<file path="config.mk">
export PLATFORM = sky130hd
export DESIGN_NAME = reg_scoreboard
export DESIGN_NICKNAME = d
export VERILOG_FILES = /design/src/rtl/sb_pkg.sv /design/src/rtl/sb_track_state.sv /design/src/rtl/sb_issue_ctrl.sv /design/src/rtl/reg_scoreboard.sv
export SDC_FILE = /design/constraint.sdc
export NUM_CORES = 1
export LEC_CHECK = 0
export BUFFER_PORTS_ARGS = -buffer_cell sky130_fd_sc_hd__buf_4
export CELL_PAD_IN_SITES_DETAIL_PLACEMENT = 0
export CELL_PAD_IN_SITES_GLOBAL_PLACEMENT = 1
export CORE_ASPECT_RATIO = 1.4
export CORE_MARGIN = 2
export CORE_UTILIZATION = 47
export CTS_BUF_LIST = sky130_fd_sc_hd__clkbuf_16
export DETAILED_ROUTE_END_ITERATION = 16
export PLACE_DENSITY_LB_ADDON = 0.08
export SYNTH_ARGS = -nofsm -noshare
export SYNTH_HDL_FRONTEND = slang
export SYNTH_SLANG_ARGS = --single-unit
</file>
<file path="constraint.sdc">
create_clock -name clk -period 7.3 [get_ports clk]
set_input_delay 0.365 -clock clk [delete_from_list [all_inputs] [get_ports clk]]
set_output_delay 0.365 -clock clk [all_outputs]
set_load 0.03 [all_outputs]
</file>
<file path="src/rtl/sb_pkg.sv">
package sb_pkg;

  typedef enum logic [1:0] {
    KIND_ALU  = 2'd0,
    KIND_LOAD = 2'd1,
    KIND_MUL  = 2'd2
  } kind_e;

  typedef enum logic [1:0] {
    SEL_RF   = 2'd0,
    SEL_ALU  = 2'd1,
    SEL_LOAD = 2'd2,
    SEL_MUL  = 2'd3
  } fwd_e;

  // Strobes from issue control to the tracking state
  typedef struct packed {
    logic setEn;     // mark destination pending
    logic setLoad;   // producer is the load pipe (else multiply)
    logic cntInc;    // one more outstanding load
    logic clearAll;  // flush
  } sb_strobe_t;

endpackage

</file>
<file path="src/rtl/sb_track_state.sv">
module sb_track_state
  import sb_pkg::*;
#(
  parameter int NUM_REGS      = 16,
  parameter int MUL_WB_STAGES = 4,
  parameter int MAX_LOADS     = 4
) (
  input  logic                          clk,
  input  logic                          rstN,
  input  sb_strobe_t                    strb,
  input  logic [$clog2(NUM_REGS)-1:0]   destIdx,
  input  logic                          ldRetValid,
  input  logic [$clog2(NUM_REGS)-1:0]   ldRetIdx,
  input  logic [MUL_WB_STAGES-1:0]      mulWbValid,
  input  logic [MUL_WB_STAGES*$clog2(NUM_REGS)-1:0] mulWbIdx,
  output logic [NUM_REGS-1:0]           pendVec,
  output logic [NUM_REGS-1:0]           loadVec,
  output logic [NUM_REGS-1:0]           doneVec,
  output logic                          loadsFull
);

  localparam int IW = $clog2(NUM_REGS);
  localparam int CW = $clog2(MAX_LOADS + 1);

  logic [NUM_REGS-1:0] pendQ, pendD;
  logic [NUM_REGS-1:0] loadQ, loadD;
  logic [CW-1:0]       cntQ;
  logic                cntDec;

  function automatic logic mulMatch(input logic [IW-1:0] reg_i);
    logic hit;
    hit = 1'b0;
    for (int k = 0; k < MUL_WB_STAGES; k++)
      if (mulWbValid[k] && mulWbIdx[k*IW +: IW] == reg_i) hit = 1'b1;
    return hit;
  endfunction

  for (genvar r = 0; r < NUM_REGS; r++) begin : gReg
    logic ldHit, mulHit, setHit;
    assign ldHit   = ldRetValid && (ldRetIdx == IW'(r));
    assign mulHit  = mulMatch(IW'(r));
    assign setHit  = strb.setEn && (destIdx == IW'(r));
    assign doneVec[r] = pendQ[r] && (loadQ[r] ? ldHit : mulHit);
    // set wins over a clear in the same cycle
    assign pendD[r] = strb.clearAll ? 1'b0 :
                      setHit        ? 1'b1 :
                      doneVec[r]    ? 1'b0 : pendQ[r];
    assign loadD[r] = setHit ? strb.setLoad : loadQ[r];

    assert_set_wins_R8: assert property (@(posedge clk) disable iff (!rstN)
      (setHit && !strb.clearAll) |=> pendQ[r]);
  end

  always_ff @(posedge clk or negedge rstN) begin
    if (!rstN) begin
      pendQ <= '0;
      loadQ <= '0;
    end else begin
      pendQ <= pendD;
      loadQ <= loadD;
    end
  end

  assign cntDec = ldRetValid && (cntQ != '0);

  always_ff @(posedge clk or negedge rstN) begin
    if (!rstN)              cntQ <= '0;
    else if (strb.clearAll) cntQ <= '0;
    else begin
      case ({strb.cntInc, cntDec})
        2'b10:   cntQ <= cntQ + 1'b1;
        2'b01:   cntQ <= cntQ - 1'b1;
        default: cntQ <= cntQ;
      endcase
    end
  end

  assign pendVec   = pendQ;
  assign loadVec   = loadQ;
  assign loadsFull = (cntQ == CW'(MAX_LOADS));

  assert_cnt_bound_R9: assert property (@(posedge clk) disable iff (!rstN)
    cntQ <= CW'(MAX_LOADS));
  assert_no_overflow_R9: assert property (@(posedge clk) disable iff (!rstN)
    !(strb.cntInc && loadsFull && !cntDec));
  assert_flush_clears_R1: assert property (@(posedge clk) disable iff (!rstN)
    strb.clearAll |=> (pendQ == '0 && cntQ == '0));

endmodule

</file>
<file path="src/rtl/sb_issue_ctrl.sv">
module sb_issue_ctrl
  import sb_pkg::*;
#(
  parameter int NUM_REGS      = 16,
  parameter int MUL_WB_STAGES = 4
) (
  input  logic                        clk,
  input  logic                        rstN,
  input  logic                        flush,
  input  logic                        issueValid,
  input  logic [1:0]                  issueKind,
  input  logic [$clog2(NUM_REGS)-1:0] destIdx,
  input  logic                        srcAUsed,
  input  logic [$clog2(NUM_REGS)-1:0] srcAIdx,
  input  logic                        srcBUsed,
  input  logic [$clog2(NUM_REGS)-1:0] srcBIdx,
  input  logic                        aluFwdValid,
  input  logic [$clog2(NUM_REGS)-1:0] aluFwdIdx,
  input  logic                        ldRetValid,
  input  logic [MUL_WB_STAGES-1:0]    mulWbValid,
  input  logic                        mulBusy,
  input  logic [NUM_REGS-1:0]         pendVec,
  input  logic [NUM_REGS-1:0]         loadVec,
  input  logic [NUM_REGS-1:0]         doneVec,
  input  logic                        loadsFull,
  output logic                        stall,
  output logic [1:0]                  fwdSelA,
  output logic [1:0]                  fwdSelB,
  output sb_strobe_t                  strb
);

  localparam int IW   = $clog2(NUM_REGS);
  localparam int NSRC = 2;

  logic [IW-1:0] srcIdx  [NSRC];
  logic          srcUsed [NSRC];
  logic          srcHaz  [NSRC];
  fwd_e          fwdSel  [NSRC];

  assign srcIdx[0]  = srcAIdx;
  assign srcIdx[1]  = srcBIdx;
  assign srcUsed[0] = srcAUsed;
  assign srcUsed[1] = srcBUsed;

  for (genvar i = 0; i < NSRC; i++) begin : gSrc
    always_comb begin
      srcHaz[i] = 1'b0;
      fwdSel[i] = SEL_RF;
      if (srcUsed[i]) begin
        if (pendVec[srcIdx[i]]) begin
          // tracked producer is younger than anything in the ALU pipe
          if (doneVec[srcIdx[i]])
            fwdSel[i] = loadVec[srcIdx[i]] ? SEL_LOAD : SEL_MUL;
          else
            srcHaz[i] = 1'b1;
        end else if (aluFwdValid && aluFwdIdx == srcIdx[i]) begin
          fwdSel[i] = SEL_ALU;
        end
      end
    end
  end

  logic isLoad, isMul, destHaz, structHaz, accept;

  always_comb begin
    isLoad    = (issueKind == KIND_LOAD);
    isMul     = (issueKind == KIND_MUL);
    destHaz   = pendVec[destIdx] && !doneVec[destIdx];
    structHaz = (isLoad && loadsFull && !ldRetValid) || (isMul && mulBusy);
    stall     = issueValid && (srcHaz[0] || srcHaz[1] || destHaz || structHaz);
    accept    = issueValid && !stall && !flush;
    strb.setEn    = accept && (isLoad || isMul);
    strb.setLoad  = isLoad;
    strb.cntInc   = accept && isLoad;
    strb.clearAll = flush;
  end

  assign fwdSelA = fwdSel[0];
  assign fwdSelB = fwdSel[1];

  assert_stall_needs_issue_R2: assert property (@(posedge clk) disable iff (!rstN)
    stall |-> issueValid);
  assert_load_sel_R4: assert property (@(posedge clk) disable iff (!rstN)
    (fwdSelA == SEL_LOAD || fwdSelB == SEL_LOAD) |-> ldRetValid);
  assert_mul_sel_R5: assert property (@(posedge clk) disable iff (!rstN)
    (fwdSelA == SEL_MUL || fwdSelB == SEL_MUL) |-> (mulWbValid != '0));
  assert_busy_holds_mul_R10: assert property (@(posedge clk) disable iff (!rstN)
    (issueValid && issueKind == KIND_MUL && mulBusy) |-> stall);

endmodule

</file>
<file path="src/rtl/reg_scoreboard.sv">
module reg_scoreboard
  import sb_pkg::*;
#(
  parameter int NUM_REGS      = 16,
  parameter int MUL_WB_STAGES = 4,
  parameter int MAX_LOADS     = 4
) (
  input  logic                                     clk,
  input  logic                                     rstN,
  input  logic                                     flush,
  input  logic                                     issueValid,
  input  logic [1:0]                               issueKind,
  input  logic [$clog2(NUM_REGS)-1:0]              destIdx,
  input  logic                                     srcAUsed,
  input  logic [$clog2(NUM_REGS)-1:0]              srcAIdx,
  input  logic                                     srcBUsed,
  input  logic [$clog2(NUM_REGS)-1:0]              srcBIdx,
  input  logic                                     aluFwdValid,
  input  logic [$clog2(NUM_REGS)-1:0]              aluFwdIdx,
  input  logic                                     ldRetValid,
  input  logic [$clog2(NUM_REGS)-1:0]              ldRetIdx,
  input  logic [MUL_WB_STAGES-1:0]                 mulWbValid,
  input  logic [MUL_WB_STAGES*$clog2(NUM_REGS)-1:0] mulWbIdx,
  input  logic                                     mulBusy,
  output logic                                     stall,
  output logic [1:0]                               fwdSelA,
  output logic [1:0]                               fwdSelB
);

  sb_strobe_t          strb;
  logic [NUM_REGS-1:0] pendVec, loadVec, doneVec;
  logic                loadsFull;

  sb_issue_ctrl #(.NUM_REGS(NUM_REGS), .MUL_WB_STAGES(MUL_WB_STAGES)) uCtrl (
    .clk(clk), .rstN(rstN), .flush(flush),
    .issueValid(issueValid), .issueKind(issueKind), .destIdx(destIdx),
    .srcAUsed(srcAUsed), .srcAIdx(srcAIdx), .srcBUsed(srcBUsed), .srcBIdx(srcBIdx),
    .aluFwdValid(aluFwdValid), .aluFwdIdx(aluFwdIdx),
    .ldRetValid(ldRetValid), .mulWbValid(mulWbValid), .mulBusy(mulBusy),
    .pendVec(pendVec), .loadVec(loadVec), .doneVec(doneVec), .loadsFull(loadsFull),
    .stall(stall), .fwdSelA(fwdSelA), .fwdSelB(fwdSelB), .strb(strb)
  );

  sb_track_state #(.NUM_REGS(NUM_REGS), .MUL_WB_STAGES(MUL_WB_STAGES),
                   .MAX_LOADS(MAX_LOADS)) uState (
    .clk(clk), .rstN(rstN), .strb(strb), .destIdx(destIdx),
    .ldRetValid(ldRetValid), .ldRetIdx(ldRetIdx),
    .mulWbValid(mulWbValid), .mulWbIdx(mulWbIdx),
    .pendVec(pendVec), .loadVec(loadVec), .doneVec(doneVec), .loadsFull(loadsFull)
  );

endmodule

</file>
==> results_dict.tcl <==
set metrics [dict create \
    crit_slowest_cell "o311ai_1" \
    yosysTopAreaCellShare 0.231 \
    hold_ws_ps 32.7 \
    worst_ep_required_time_ps 7460 \
    synthFlopType "dfrtp_1" \
    die_area_mm2 0.00882 \
    ctsHoldBuffers 0 \
    fin_cells 592 \
    synth_top_area_cell "dfrtp_1" \
    fin_nets 545 \
    synth_edf_count 0 \
    finalCritPeriodShare 0.551 \
    crit_fanout 5 \
    synth_warnings 0 \
    timing.rr.start "uState.loadVec[2]$_DFFE_PN0P_" \
    crit_chain "o21bai_1 > o311ai_1 > nor2_1 > o21ai_0 > a31oi_1 > nor3_1 > nor4_4 > nor2_1 > fa_1 > nor2_1 > mux2i_1 > mux2_2" \
    die_x_um 79.9 \
    dp_hpwl_um 11700 \
    r2r-end "uState.cntQ[2]$_DFFE_PN0P_" \
    crit_type "register to register" \
    syn_inst 446 \
    fin_tns_setup_ps 0 \
    die_h_um 110 \
    core_region_area_mm2 0.00780 \
    hold_viol 0 \
    syn-num-nets 500 \
    drive_above_1_share 0.226 \
    antenna_found_initial 0 \
    ys_seq_elements 35 \
    grt_overflow 0 \
    first_iter_violations 425 \
    clock_latency_ps 280 \
    grt_start_max_net_pins 36 \
    timing.final.crit_period_ps 4020 \
    ys_seq_area_frac 0.231 \
    max_freq_ghz 0.249 \
    placedCellCount 584 \
    io_pins 56 \
    p_leak_nw 1.71 \
    cts_buffer_depth 2 \
    post-cts-setup-buffers 0 \
    cts.htree.levels 2 \
    ir_drop_v 0.000181 \
    cts_tree "built" \
    hold_path.class "primary input to async pin" \
    drv_slew 0 \
    finClkSkew_ps 4.13 \
    cpPeakStageDelay_ps 860 \
    rows 38 \
    routedWlPerCell_um 25.3 \
    drtAntennaViolNets 0 \
    maxSlewHeadroom 0.232 \
    critPathLaunchType "register" \
    numCtsBuffers 5 \
    cap_violations 0 \
    drc 0 \
    first_pass_iters 5 \
    yosysMostFrequentCell "nand2_1" \
    cts-root-buf "clkbuf_16" \
    avgSynthCellArea_um2 8.51 \
    clkSlewWorstSetupHoldPaths_ps 60 \
    r2r_cells 12 \
    port_buffers 55 \
    rrSetupSlack_ps 3280 \
    grt_pass1_vias 4135 \
    synth.area.top_cells "dfrtp_1, mux4_2, nand2_1" \
    synthArstFlopShare 1.00 \
    grt_pass1_wl_um 23500 \
    synth.distinct_cells 54 \
    synthesis.area_mm2 0.00379 \
    wirelength_um 15000 \
    cp-end-kind "register" \
    crit_path_frequent_cell "nor2_1" \
    tightest_slew_ps 1130 \
    worstPathArrival_ps 4190 \
    via_per_inst 7.05 \
    setup_viol 0 \
    ctsResizeCount 0 \
    start_util 0.487 \
    fin_util 0.566 \
    status "completed" \
    clock-sinks 35 \
    power.density_mw_per_mm2 143 \
    vias 4175 \
    rsz0062_at_grt "false" \
    track_usage 0.360 \
    ys_top_cells_by_count "nand2_1, nor2_1, dfrtp_1" \
    areaGrowthSynthToFinish_pct 16.2 \
    gp_congestion 1.02 \
    n_antenna_cell 0 \
]
## sequential cells by signal, indices dropped and copies added, names as in the netlist
name	flops
uState.pendVec	16
uState.loadVec	16
uState.cntQ	3
## stage by stage
| step | total power, mW | cell area, um2 | setup slack (ps) |
|---|---|---|---|
| after floorplan | 0.348 | 3790 | 3870 |
| after global placement | 0.422 | 4270 | 2930 |
| after detailed placement | 0.425 | 4270 | 3250 |
| after CTS | 0.630 | 4410 | 3520 |
| after global routing | 0.658 | 4410 | 3130 |
| final | 0.629 | 4410 | 3280 |
## worst max path at each step
| stage | slack (ps) | to | start | depth (start not counted) |
|---|---|---|---|---|
| CTS | 3520 | uState.cntQ[2]$_DFFE_PN0P_ | uState.loadVec[1]$_DFFE_PN0P_ | 12 |
| detailed placement | 3250 | uState.cntQ[2]$_DFFE_PN0P_ | mulWbValid[0] | 14 |
| global route | 3130 | uState.cntQ[2]$_DFFE_PN0P_ | uState.loadVec[1]$_DFFE_PN0P_ | 12 |
| floorplan | 3870 | uState.cntQ[2]$_DFFE_PN0P_ | srcBIdx[0] | 11 |
| global placement | 2930 | uState.cntQ[2]$_DFFE_PN0P_ | mulWbIdx[3] | 14 |
| finish | 3280 | uState.cntQ[2]$_DFFE_PN0P_ | uState.loadVec[2]$_DFFE_PN0P_ | 12 |
## routing by layer
layer  share of wire  GRT usage
met5               0          0
met2            0.48      0.592
met3           0.097     0.0603
met1            0.35      0.427
met4           0.074      0.247
## cell type report
| cell class | count | area (um2) |
|---|---|---|
| Fill cell | 765 | 3390 |
| Timing Repair Buffer | 59 | 440 |
| Clock inverter | 3 | 15.0 |
| Clock buffer | 5 | 125 |
| Tap cell | 100 | 125 |
| Inverter | 8 | 30.0 |
| Multi-Input combinational cell | 382 | 2800 |
| Sequential cell | 35 | 876 |
## worst max-delay path, delay by kind of cell, from the launching register on
kind            cells  cell delay (ps)
compound gates      4             1490
flops               1              480
simple gates        5             1180
mux                 2              530
fa+ha+maj           1              220
## where the power goes
| group | internal [mW] | total [mW] | switching [mW] |
|---|---|---|---|
| Combinational | 0.0853 | 0.195 | 0.110 |
| Sequential | 0.209 | 0.232 | 0.0235 |
| Clock | 0.124 | 0.201 | 0.0773 |
## logic make-up (layout without fill, tap and decap cells)
logic type	after synthesis	in the layout	share of synthesized area
AO/OA/AOI/OAI	96	96	0.169
XOR/XNOR	9	9	0.0208
adder cells (fa/ha/maj)	3	3	0.0119
buffers and inverters	29	75	0.0317
flip-flops	35	35	0.231
multiplexers	44	44	0.201
AND/OR/NAND/NOR	230	230	0.335
## cells in the final DEF, fill, tap and decap left out, types with 4 or more instances in the layout
master	netlist	routed
dfrtp_1	35	35
clkbuf_16	0	5
nand4b_1	7	7
nor4_1	14	14
buf_4	0	58
nor3_1	24	24
a21oi_1	4	4
nand4_1	5	5
o32ai_1	4	4
mux2_2	8	8
nor3b_1	4	4
nand3b_1	21	21
o311ai_1	3	4
mux4_2	24	24
mux2_1	10	10
o22ai_1	24	24
xor2_1	7	7
nor2_1	43	43
nand3_1	11	11
inv_1	8	8
o21bai_1	5	5
nand2b_1	21	21
nand2_1	54	54
or2_2	4	4
nor2b_1	9	9
o21ai_0	26	26
No activity file was read; power rests on OpenSTA's default activity.
